**config.mk**
```make
export PLATFORM = sky130hd
export DESIGN_NAME = pll_div_search
export DESIGN_NICKNAME = d
export VERILOG_FILES = /design/src/rtl/pllsrch_pkg.sv /design/src/rtl/pllsrch_limits.sv /design/src/rtl/pllsrch_div.sv /design/src/rtl/pllsrch_enc.sv /design/src/rtl/pll_div_search.sv
export SDC_FILE = /design/constraint.sdc
export NUM_CORES = 2
export LEC_CHECK = 0
export CAP_MARGIN = 10
export CELL_PAD_IN_SITES_DETAIL_PLACEMENT = 1
export CELL_PAD_IN_SITES_GLOBAL_PLACEMENT = 2
export CORE_MARGIN = 2
export CORE_UTILIZATION = 40
export DETAILED_ROUTE_END_ITERATION = 10
export PLACE_DENSITY_LB_ADDON = 0.1
export REMOVE_ABC_BUFFERS = 1
export SYNTH_ARGS = -nofsm -noshare
export SYNTH_HDL_FRONTEND = slang
export SYNTH_SLANG_ARGS = --single-unit
```
**constraint.sdc**
```tcl
create_clock -name clk -period 10.6 [get_ports clk]
set_input_delay 2.12 -clock clk [delete_from_list [all_inputs] [get_ports clk]]
set_output_delay 2.12 -clock clk [all_outputs]
set_load 0.02 [all_outputs]
```
**src/rtl/pllsrch_pkg.sv**
```systemverilog
package pllsrch_pkg;

  // search controller states
  typedef enum logic [1:0] {
    ST_IDLE  = 2'd0,
    ST_SCAN  = 2'd1,
    ST_NWAIT = 2'd2,
    ST_FWAIT = 2'd3
  } srch_st_t;

  // encoded synthesizer register bytes
  typedef struct packed {
    logic [7:0] m;
    logic [7:0] n;
    logic [7:0] x;
  } pll_code_t;

endpackage

```
**src/rtl/pllsrch_limits.sv**
```systemverilog
module pllsrch_limits #(
  parameter int FW      = 20,
  parameter int MW      = 7,
  parameter int NW      = 12,
  parameter int M_SMALL = 32,
  parameter int M_LARGE = 64,
  parameter int N_SMALL = 128,
  parameter int N_LARGE = 2048
) (
  input  logic [1:0]    fam_sel,
  input  logic [1:0]    depth_sel,
  input  logic [FW-1:0] req_khz,
  input  logic [FW-1:0] min_vco_khz,
  input  logic [FW-1:0] max8_khz,
  input  logic [FW-1:0] max16_khz,
  input  logic [FW-1:0] max24_khz,
  output logic [FW-1:0] target_khz,
  output logic [MW-1:0] m_max,
  output logic [NW-1:0] n_max
);

  logic [FW-1:0] ceil_khz;
  logic [FW-1:0] floor_done;

  // ceiling per colour depth
  always_comb begin
    case (depth_sel)
      2'd0:    ceil_khz = max8_khz;
      2'd1:    ceil_khz = max16_khz;
      default: ceil_khz = max24_khz;
    endcase
  end

  // raise to the VCO floor first, then cap
  always_comb begin
    floor_done = (req_khz < min_vco_khz) ? min_vco_khz : req_khz;
    target_khz = (floor_done > ceil_khz) ? ceil_khz : floor_done;
  end

  // family ceilings
  always_comb begin
    m_max = (fam_sel == 2'd0) ? MW'(M_SMALL) : MW'(M_LARGE);
    n_max = fam_sel[1] ? NW'(N_LARGE) : NW'(N_SMALL);
  end

endmodule

```
**src/rtl/pllsrch_div.sv**
```systemverilog
module pllsrch_div #(
  parameter int DW = 33
) (
  input  logic          clk,
  input  logic          rst_n,
  input  logic          go,
  input  logic [DW-1:0] dividend,
  input  logic [DW-1:0] divisor,
  output logic [DW-1:0] quo,
  output logic          done
);

  localparam int CW = $clog2(DW + 1);

  logic [DW:0]   rem_q, rem_d;
  logic [DW-1:0] quo_q, quo_d;
  logic [DW-1:0] dvs_q, dvs_d;
  logic [CW-1:0] cnt_q, cnt_d;
  logic          run_q, run_d;
  logic          done_q, done_d;

  logic [DW:0]   trial;
  logic          fits;

  // one restoring step per cycle
  always_comb begin
    trial = {rem_q[DW-1:0], quo_q[DW-1]};
    fits  = (trial >= {1'b0, dvs_q});
  end

  always_comb begin
    rem_d  = rem_q;
    quo_d  = quo_q;
    dvs_d  = dvs_q;
    cnt_d  = cnt_q;
    run_d  = run_q;
    done_d = 1'b0;
    if (go) begin
      rem_d = '0;
      quo_d = dividend;
      dvs_d = divisor;
      cnt_d = CW'(DW);
      run_d = 1'b1;
    end else if (run_q) begin
      rem_d  = fits ? (trial - {1'b0, dvs_q}) : trial;
      quo_d  = {quo_q[DW-2:0], fits};
      cnt_d  = cnt_q - CW'(1);
      run_d  = (cnt_q != CW'(1));
      done_d = (cnt_q == CW'(1));
    end
  end

  always_ff @(posedge clk or negedge rst_n) begin
    if (!rst_n) begin
      rem_q  <= '0;
      quo_q  <= '0;
      dvs_q  <= '0;
      cnt_q  <= '0;
      run_q  <= 1'b0;
      done_q <= 1'b0;
    end else begin
      rem_q  <= rem_d;
      quo_q  <= quo_d;
      dvs_q  <= dvs_d;
      cnt_q  <= cnt_d;
      run_q  <= run_d;
      done_q <= done_d;
    end
  end

  assign quo  = quo_q;
  assign done = done_q;

endmodule

```
**src/rtl/pllsrch_enc.sv**
```systemverilog
module pllsrch_enc
  import pllsrch_pkg::*;
#(
  parameter int MW = 7,
  parameter int NW = 12
) (
  input  logic          new_fam,
  input  logic [MW-1:0] m_best,
  input  logic [MW-1:0] m_max,
  input  logic [NW-1:0] n_best,
  output pll_code_t     code
);

  logic          pre;
  logic [MW-1:0] m_base;
  logic [MW-1:0] m_code;
  logic [NW-1:0] n_code;

  always_comb begin
    pre    = (m_best > (m_max >> 1));
    m_base = pre ? (m_best >> 1) : m_best;
    m_code = m_base - MW'(1);
    n_code = n_best - NW'(1);
  end

  // layout picked by family generation
  generate
    if (NW >= 11) begin : g_wide
      always_comb begin
        code.m = 8'(m_code);
        if (new_fam) begin
          code.n = n_code[7:0];
          code.x = {pre, n_code[10:8], 4'b0000};
        end else begin
          code.n = {pre, n_code[6:0]};
          code.x = 8'h00;
        end
      end
    end else begin : g_narrow
      always_comb begin
        code.m = 8'(m_code);
        code.n = {pre, n_code[6:0]};
        code.x = {7'b0, new_fam & 1'b0};
      end
    end
  endgenerate

endmodule

```
**src/rtl/pll_div_search.sv**
```systemverilog
module pll_div_search
  import pllsrch_pkg::*;
#(
  parameter int FW = 20,
  parameter int MW = 7,
  parameter int NW = 12
) (
  input  logic          clk,
  input  logic          rst_n,
  input  logic          start,
  input  logic [1:0]    fam_sel,
  input  logic [1:0]    depth_sel,
  input  logic [FW-1:0] req_khz,
  input  logic [FW-1:0] fref_khz,
  input  logic [FW-1:0] min_vco_khz,
  input  logic [FW-1:0] max8_khz,
  input  logic [FW-1:0] max16_khz,
  input  logic [FW-1:0] max24_khz,
  output logic          busy,
  output logic          done,
  output logic          no_fit,
  output logic [7:0]    m_byte,
  output logic [7:0]    n_byte,
  output logic [7:0]    x_byte,
  output logic [FW-1:0] fout_khz
);

  localparam int DW = FW + NW + 1;   // divider width
  localparam int EW = FW + NW + 1;   // error numerator width
  localparam int PW = EW + MW;       // cross product width

  // reset: asynchronous assert, synchronous release
  logic rs1_q, rs2_q;
  always_ff @(posedge clk or negedge rst_n) begin
    if (!rst_n) begin
      rs1_q <= 1'b0;
      rs2_q <= 1'b0;
    end else begin
      rs1_q <= 1'b1;
      rs2_q <= rs1_q;
    end
  end
  logic rst_i_n;
  assign rst_i_n = rs2_q;

  // clamped target and family limits
  logic [FW-1:0] lim_target;
  logic [MW-1:0] lim_mmax;
  logic [NW-1:0] lim_nmax;

  pllsrch_limits #(.FW(FW), .MW(MW), .NW(NW)) u_lim (
    .fam_sel     (fam_sel),
    .depth_sel   (depth_sel),
    .req_khz     (req_khz),
    .min_vco_khz (min_vco_khz),
    .max8_khz    (max8_khz),
    .max16_khz   (max16_khz),
    .max24_khz   (max24_khz),
    .target_khz  (lim_target),
    .m_max       (lim_mmax),
    .n_max       (lim_nmax)
  );

  // state
  srch_st_t      st_q, st_d;
  logic [MW-1:0] m_q, m_d;
  logic          found_q, found_d;
  logic [MW-1:0] best_m_q, best_m_d;
  logic [NW-1:0] best_n_q, best_n_d;
  logic [EW-1:0] best_e_q, best_e_d;
  logic [FW-1:0] target_q, target_d;
  logic [FW-1:0] fref_q, fref_d;
  logic [MW-1:0] mmax_q, mmax_d;
  logic [NW-1:0] nmax_q, nmax_d;
  logic [1:0]    fam_q, fam_d;
  pll_code_t     code_q, code_d;
  logic [FW-1:0] fout_q, fout_d;
  logic          nofit_q, nofit_d;
  logic          done_q, done_d;

  // shared divider
  logic          div_go;
  logic [DW-1:0] div_a, div_b;
  logic [DW-1:0] div_q;
  logic          div_done;

  pllsrch_div #(.DW(DW)) u_div (
    .clk      (clk),
    .rst_n    (rst_i_n),
    .go       (div_go),
    .dividend (div_a),
    .divisor  (div_b),
    .quo      (div_q),
    .done     (div_done)
  );

  // encoder on the kept winner
  pll_code_t enc_code;

  pllsrch_enc #(.MW(MW), .NW(NW)) u_enc (
    .new_fam (fam_q[1]),
    .m_best  (best_m_q),
    .m_max   (mmax_q),
    .n_best  (best_n_q),
    .code    (enc_code)
  );

  // candidate evaluation
  logic [NW-1:0] n_cand;
  logic          n_ok;
  logic [EW-1:0] lhs_f, rhs_f, err;
  logic [PW-1:0] cross_new, cross_old;
  logic          better;
  logic          m_skip;
  logic          m_past;

  always_comb begin
    n_cand    = div_q[NW-1:0];
    n_ok      = (div_q != '0) && (div_q <= DW'(nmax_q));
    lhs_f     = EW'(target_q) * EW'(m_q);
    rhs_f     = EW'(fref_q) * EW'(n_cand);
    err       = (lhs_f >= rhs_f) ? (lhs_f - rhs_f) : (rhs_f - lhs_f);
    cross_new = PW'(err) * PW'(best_m_q);
    cross_old = PW'(best_e_q) * PW'(m_q);
    better    = !found_q || (cross_new < cross_old);
    m_past    = (m_q > mmax_q);
    m_skip    = (m_q > (mmax_q >> 1)) && m_q[0];
  end

  // next state
  always_comb begin
    st_d     = st_q;
    m_d      = m_q;
    found_d  = found_q;
    best_m_d = best_m_q;
    best_n_d = best_n_q;
    best_e_d = best_e_q;
    target_d = target_q;
    fref_d   = fref_q;
    mmax_d   = mmax_q;
    nmax_d   = nmax_q;
    fam_d    = fam_q;
    code_d   = code_q;
    fout_d   = fout_q;
    nofit_d  = nofit_q;
    done_d   = 1'b0;
    div_go   = 1'b0;
    div_a    = (DW'(target_q) * DW'(m_q) << 1) + DW'(fref_q);
    div_b    = DW'(fref_q) << 1;

    case (st_q)
      ST_IDLE: begin
        if (start) begin
          target_d = lim_target;
          fref_d   = fref_khz;
          mmax_d   = lim_mmax;
          nmax_d   = lim_nmax;
          fam_d    = fam_sel;
          m_d      = MW'(1);
          found_d  = 1'b0;
          best_m_d = MW'(1);
          best_n_d = NW'(1);
          best_e_d = '0;
          st_d     = ST_SCAN;
        end
      end

      ST_SCAN: begin
        if (m_past) begin
          if (found_q) begin
            div_go = 1'b1;
            div_a  = DW'(fref_q) * DW'(best_n_q);
            div_b  = DW'(best_m_q);
            st_d   = ST_FWAIT;
          end else begin
            code_d  = '0;
            fout_d  = '0;
            nofit_d = 1'b1;
            done_d  = 1'b1;
            st_d    = ST_IDLE;
          end
        end else if (m_skip) begin
          m_d = m_q + MW'(1);
        end else begin
          div_go = 1'b1;
          st_d   = ST_NWAIT;
        end
      end

      ST_NWAIT: begin
        if (div_done) begin
          if (n_ok && better) begin
            found_d  = 1'b1;
            best_m_d = m_q;
            best_n_d = n_cand;
            best_e_d = err;
          end
          m_d  = m_q + MW'(1);
          st_d = ST_SCAN;
        end
      end

      ST_FWAIT: begin
        if (div_done) begin
          code_d  = enc_code;
          fout_d  = div_q[FW-1:0];
          nofit_d = 1'b0;
          done_d  = 1'b1;
          st_d    = ST_IDLE;
        end
      end

      default: st_d = ST_IDLE;
    endcase
  end

  // registers
  always_ff @(posedge clk or negedge rst_i_n) begin
    if (!rst_i_n) begin
      st_q     <= ST_IDLE;
      m_q      <= '0;
      found_q  <= 1'b0;
      best_m_q <= '0;
      best_n_q <= '0;
      best_e_q <= '0;
      target_q <= '0;
      fref_q   <= '0;
      mmax_q   <= '0;
      nmax_q   <= '0;
      fam_q    <= '0;
      code_q   <= '0;
      fout_q   <= '0;
      nofit_q  <= 1'b0;
      done_q   <= 1'b0;
    end else begin
      st_q     <= st_d;
      m_q      <= m_d;
      found_q  <= found_d;
      best_m_q <= best_m_d;
      best_n_q <= best_n_d;
      best_e_q <= best_e_d;
      target_q <= target_d;
      fref_q   <= fref_d;
      mmax_q   <= mmax_d;
      nmax_q   <= nmax_d;
      fam_q    <= fam_d;
      code_q   <= code_d;
      fout_q   <= fout_d;
      nofit_q  <= nofit_d;
      done_q   <= done_d;
    end
  end

  assign busy     = (st_q != ST_IDLE);
  assign done     = done_q;
  assign no_fit   = nofit_q;
  assign m_byte   = code_q.m;
  assign n_byte   = code_q.n;
  assign x_byte   = code_q.x;
  assign fout_khz = fout_q;

endmodule

```
Word-level counts from Yosys, hierarchy flattened
Index checks and enable logic that the tools add are counted.
- bits in registers: 278
- input bits: 127
- output and inout port bits: 47
- word-level logic and storage cells: 153
- add/subtract/negate cells: 8
- multiply operators: 5
- $lt $le $gt $ge: 9
- equal/unequal tests: 15
- muxes and demuxes: 72
- reduce and logical (&&, ||, !) cells: 19
- operator list (operator ; number):
    $mux W33 ; 9
    $mux W20 ; 5
    $mux W32 ; 3
    $mul A33 B7 Y40 ; 2
    $pmux W20 S2 ; 2
    $mux W24 ; 3
    $pmux W33 S2 ; 1
    $mul A20 B12 Y32 ; 2
    $mux W21 ; 3
    $mux W7 ; 8
    $mux W12 ; 4
    $pmux W24 S2 ; 1
    $lt A40 B40 Y1 ; 1
    $ge A34 B33 Y1 ; 1
    $le A33 B12 Y1 ; 1
    $reduce_bool A33 Y1 ; 1
    $sub A27 B32 Y33 ; 1
    $sub A32 B27 Y33 ; 1
    $sub A33 B33 Y33 ; 1
    $ge A27 B32 Y1 ; 1
    $add A28 B20 Y29 ; 1
    $mul A20 B7 Y27 ; 1
    $pmux W12 S2 ; 1
    $pmux W7 S3 ; 1
    31 further kinds ; 73

Longest topological paths before layout
- depth after elaboration: 10
- gate-level depth with buffers: 70
- mapped depth without buffers: 64

By module
A second synthesis with hierarchy kept.
- cells, all modules: 6633
- area, all modules: 55744.7 um^2
- modules (own cells, without submodules) (module ; instances ; cells each ; area each (um^2) ; sequential area each (um^2)):
    pll_div_search ; 1 ; 5490 ; 46410.8 ; 4254.1
    pllsrch_div ; 1 ; 794 ; 6795.3 ; 2677.6
    pllsrch_limits ; 1 ; 268 ; 1980.6 ; 0.0
    pllsrch_enc ; 1 ; 81 ; 558.0 ; 0.0

Worst setup path after synthesis
Ideal clock, no wire load.
- path type: register to register
- from: register u_div.quo_q[3], in the netlist u_div.quo[3]
- to: register best_e_q[12]
- library setup time: 0.122 ns
- data arrival time: 14.525 ns
- path slack: -4.046 ns
- stages on the path, launching flop included: 68
- clock period less this slack: 14.646 ns
- cell sequence: dfrtp_1 > clkbuf_1 > clkbuf_1 > nand2_1 > fa_1 > inv_1 > fa_1 > inv_1 > fa_1 > inv_1 > fa_1 > inv_1 > fa_1 > inv_1 > ha_1 > a21oi_1 > o311ai_0 > a221oi_1 > (+32 left out) > a21oi_1 > a211oi_1 > nor2b_1 > o21a_1 > nor2_1 > xnor2_1 > ha_1 > and4_1 > nand3_1 > nor2_1 > nor4_1 > nor3_1 > or4_1 > a21oi_1 > a31oi_1 > clkbuf_1 > clkbuf_1 > a32o_1
- longest elaborated chain between the ends: 9
- ends and longest elaborated chain (element ; RTL line ; RTL):
    start: declaration ; pllsrch_div.sv:16 ; logic [DW-1:0] quo_q, quo_d;
    start signal: assignment ; pllsrch_div.sv:63 ; quo_q <= quo_d;
    $mul A20 B12 Y32 ; pll_div_search.sv:121 ; rhs_f = EW'(fref_q) * EW'(n_cand);
    $sub A32 B27 Y33 (tied with other cells) ; pll_div_search.sv:122 ; err = (lhs_f >= rhs_f) ? (lhs_f - rhs_f) : (rhs_f - lhs_f);
    $mux W33 ; pll_div_search.sv:122 ;
    $mul A33 B7 Y40 ; pll_div_search.sv:123 ; cross_new = PW'(err) * PW'(best_m_q);
    $lt A40 B40 Y1 ; pll_div_search.sv:125 ; better = !found_q || (cross_new < cross_old);
    $logic_or A1 B1 Y1 ; pll_div_search.sv:125 ;
    $logic_and A1 B1 Y1 ; pll_div_search.sv:192 ; if (n_ok && better) begin
    $ne A2 B2 Y1 (no source line) ; - ;
    $reduce_and A4 Y1 (no source line) ; - ;
    end signal: assignment ; pll_div_search.sv:241 ; best_e_q <= best_e_d;
    end: declaration ; pll_div_search.sv:70 ; logic [EW-1:0] best_e_q, best_e_d;
Parallel ways exist; a longest one is shown, timed or not. The select of a mux whose other input is x is not followed.
A chain may end at the register's enable or synchronous reset.

Worst setup path in the final report
- from: register u_div.quo_q[5], in the netlist u_div.quo[5]
- to: register best_m_q[0]
- longest elaborated chain between the ends: 9
- ends and longest elaborated chain (element ; RTL line ; RTL):
    $mul A20 B12 Y32 ; pll_div_search.sv:121 ;
    $sub A32 B27 Y33 (tied with other cells) ; pll_div_search.sv:122 ;
    $mux W33 ; pll_div_search.sv:122 ;
    $mul A33 B7 Y40 ; pll_div_search.sv:123 ;
    $lt A40 B40 Y1 ; pll_div_search.sv:125 ;
    $logic_or A1 B1 Y1 ; pll_div_search.sv:125 ;
    $logic_and A1 B1 Y1 * ; pll_div_search.sv:192 ;
    $ne A2 B2 Y1 (no source line) * ; - ;
    $reduce_and A4 Y1 (no source line) * ; - ;
    end signal: assignment ; pll_div_search.sv:239 ; best_m_q <= best_m_d;
    end: declaration ; pll_div_search.sv:68 ; logic [MW-1:0] best_m_q, best_m_d;
Every way passes the cells marked *; elsewhere a longest branch is shown, timed or not.

==> impl_metrics.json <==
{
  "violations": "setup timing",
  "max-cap-violations": 0,
  "post-route-min-period_ns": 14.59,
  "final_core_util_pct": 50.28,
  "layout.filler_cells": 15160,
  "min-delay-path-class": "reg -> async",
  "pin_count_of_the_biggest_net_entering_global_routing": 131,
  "synthDominantAreaCellType": "sky130_fd_sc_hd__fa_1",
  "multi_input_comb_area_sq_mm": 0.04237,
  "worst_ep_arrival_time_ns": 15.06,
  "drt-pass1-iter-count": 5,
  "synthCells": 6177,
  "headroom_to_the_max_slew_limit_pct": 21.38,
  "placement.io_buffers": 168,
  "final_layout_size_suffix_gt1_share_pct": 19.32,
  "layout-area-overhead-vs-synth_pct": 25.27,
  "clk_pin_slew_worst_paths_ns": 0.06,
  "rr_worst_depth": 69,
  "cts_inserted_buffers": 36,
  "result_of_the_run": "finished with violations",
  "cpPeakStageDelay_ns": 0.55,
  "number_of_global_route_vias_before_repair": 50850,
  "initial_antenna_violation_count": 3,
  "critical_path.slowest_cell": "sky130_fd_sc_hd__fa_1",
  "max-clock-path-buffers": 3,
  "layout_worst_path_cycle_share_pct": 137.6,
  "synth_area_per_cell_sq_um": 8.381,
  "wl_um": 174300,
  "place.gp.congestion": 0.8612,
  "path_common_cell": "sky130_fd_sc_hd__fa_1",
  "critical_path_required_ns": 11.07,
  "layout_setup_ws_ns": -3.988,
  "max_slew_violation_count": 0,
  "cts_tree": "built",
  "netlist_top_cells_area": "sky130_fd_sc_hd__fa_1, sky130_fd_sc_hd__ha_1, sky130_fd_sc_hd__dfrtp_1, sky130_fd_sc_hd__inv_1, sky130_fd_sc_hd__nand2_1",
  "placed_area_sq_mm": 0.06051,
  "synth_largest_type_area_fraction_pct": 29.43,
  "final_nets": 8332,
  "drt-wirelength-per-cell_um": 19.98,
  "die_y_um": 363.8,
  "row_count": 132,
  "fraction_of_the_yosys_area_taken_by_sequential_cells_pct": 11.79,
  "synth_cell_types": 83,
  "detail_route.vias_per_cell": 5.250,
  "initial_core_util_pct": 40.14,
  "max_freq_mhz": 68.55,
  "timing.critical_path.fanout_max": 7,
  "grt_setup_unrepaired": "yes",
  "grt_pass1_wl_um": 282200,
  "postSynth.asyncResetShare_pct": 100.0,
  "top_level_ports": 174,
  "critPathLaunchType": "flip-flop",
  "final.setup_skew_ns": 0.02180,
  "cts_htree_levels": 2,
  "cts.sinks": 244,
  "synth-seq-cells": 244,
  "post-route-drc-count": 0,
  "mostFrequentLayoutCell": "sky130_fd_sc_hd__inv_1",
  "clkLatencyLatePin_ns": 0.60,
  "floorplan.die_area_sq_mm": 0.1323,
  "ctsRootBufferMaster": "sky130_fd_sc_hd__clkbuf_16",
  "number_of_setup_violations_in_the_final_report": 53,
  "setup.worst_path.end_class": "flip-flop",
  "worst-slew-pin-transition_ns": 1.175,
  "floorplan.core_area_sq_mm": 0.1290,
  "globalRouteOverflowTotal": 0,
  "drtIter0Drc": 2232,
  "netlist_area_sq_mm": 0.05177,
  "ant_nets": 0,
  "path_class": "reg -> reg",
  "worst_hold_slack_ns": 0.1706,
  "synthFlopType": "sky130_fd_sc_hd__dfrtp_1",
  "dpl.hpwl_um": 139600,
  "vias": 45790,
  "track_usage_pct": 26.92,
  "yosys_warnings": 0,
  "finalInstanceArea_sq_mm": 0.06486,
  "sequential_cell_area_sq_mm": 0.006150,
  "die_w_um": 363.8,
  "synth_enable_flop_cells": 0,
  "finalHoldViolCount": 0,
  "holdBufCountCts": 0,
  "mostFrequentLayoutCells": "sky130_fd_sc_hd__inv_1, sky130_fd_sc_hd__nand2_1, sky130_fd_sc_hd__buf_4, sky130_fd_sc_hd__fa_1, sky130_fd_sc_hd__ha_1"
}
-- timing repair --
item,in CTS,in global routing
endpoints found under the setup margin,53,53
pin swaps,143,52
gates resized for setup,330,106
gates cloned,12,2
buffers inserted,88,29
-- synth_stat cells (69+ instances only) --
cell type,instances
sky130_fd_sc_hd__clkbuf_1,286
sky130_fd_sc_hd__xnor2_1,141
sky130_fd_sc_hd__a21o_1,125
sky130_fd_sc_hd__a21oi_1,307
sky130_fd_sc_hd__o21ai_0,245
sky130_fd_sc_hd__inv_1,983
sky130_fd_sc_hd__xor2_1,69
sky130_fd_sc_hd__and2_1,403
sky130_fd_sc_hd__nand2_1,920
sky130_fd_sc_hd__nor2_1,236
sky130_fd_sc_hd__dfrtp_1,244
sky130_fd_sc_hd__ha_1,492
sky130_fd_sc_hd__nand3_1,72
sky130_fd_sc_hd__fa_1,761
-- layout make-up --
class	count	share of cell area, %
Inverter	983	5.689
Antenna cell	2	0.007717
Clock inverter	15	0.3492
Tap cell	1742	3.361
Timing Repair Buffer	1072	14.19
Clock buffer	50	1.594
Multi-Input combinational cell	4615	65.33
Sequential cell	244	9.482
-- state kept, by name, indices dropped and copies added, names as in the netlist, 2 cells and up --
signal	count
target_q	20
best_e_q	33
fref_q	20
m_byte	7
x_byte	4
u_div.quo	33
best_n_q	12
mmax_q	2
m_q	7
u_div.cnt_q	6
st_q	2
best_m_q	7
u_div.dvs_q	21
fout_khz	20
n_byte	8
u_div.rem_q	33
-- worst paths after layout --
kind | start | endpoint | slack [ns]
setup / recovery | u_div.quo[5] | best_m_q[0] | -3.99
hold / removal | rs2_q | fref_q[13] | 0.17
setup reg to reg | u_div.quo[5] | best_m_q[0] | -3.99
hold reg to reg | rs2_q | fref_q[13] | 0.17
max in group asynchronous | rs2_q | u_div.run_q | 8.39
min in group clk | rs1_q | rs2_q | 0.36
-- stage by stage --
stage	instances	setup TNS (ns)	setup WS (ns)
finish	8723	-207.28	-3.988
global route	8721	-232.89	-4.467
CTS	8695	-195.00	-3.756
detailed placement	8533	-264.96	-5.098
global placement	8533	-256.21	-4.903
floorplan	5842	-430.92	-8.331
-- routing by layer --
| layer | routed length (um) | GRT usage, % | vias up |
|---|---|---|---|
| li1 | - | - | 21310 |
| met4 | 5461 | 7.640 | 0 |
| met3 | 6401 | 3.285 | 204 |
| met2 | 82460 | 45.37 | 662 |
| met1 | 80010 | 36.29 | 23620 |
| met5 | 0 | 0 | - |
-- worst max-delay path, delay by kind of cell, from the launching register on --
| family | cells | cell delay (ns) |
|---|---|---|
| fa+ha+maj | 13 | 5.58 |
| simple gates | 19 | 3.13 |
| compound gates | 16 | 2.58 |
| buf+inv | 18 | 2.05 |
| flops | 1 | 0.47 |
| mux | 1 | 0.32 |
| xor+xnor | 2 | 0.28 |
-- cells by family (layout without fill, tap and decap cells) --
group	count (synthesis)	after routing	share of synthesized area [%]
AND/OR/NAND/NOR	1966	1966	18.00
buffers and inverters	1322	2120	9.655
adder cells (fa/ha/maj)	1253	1253	41.32
AO/OA/AOI/OAI	1059	1059	13.10
flip-flops	244	244	11.79
XOR/XNOR	218	218	3.804
multiplexers	113	113	2.320
other	2	8	0.01451
Power is left out: the tool's default activity adds up to more than one toggle a clock period on the data nets, which glitch-free logic cannot reach.
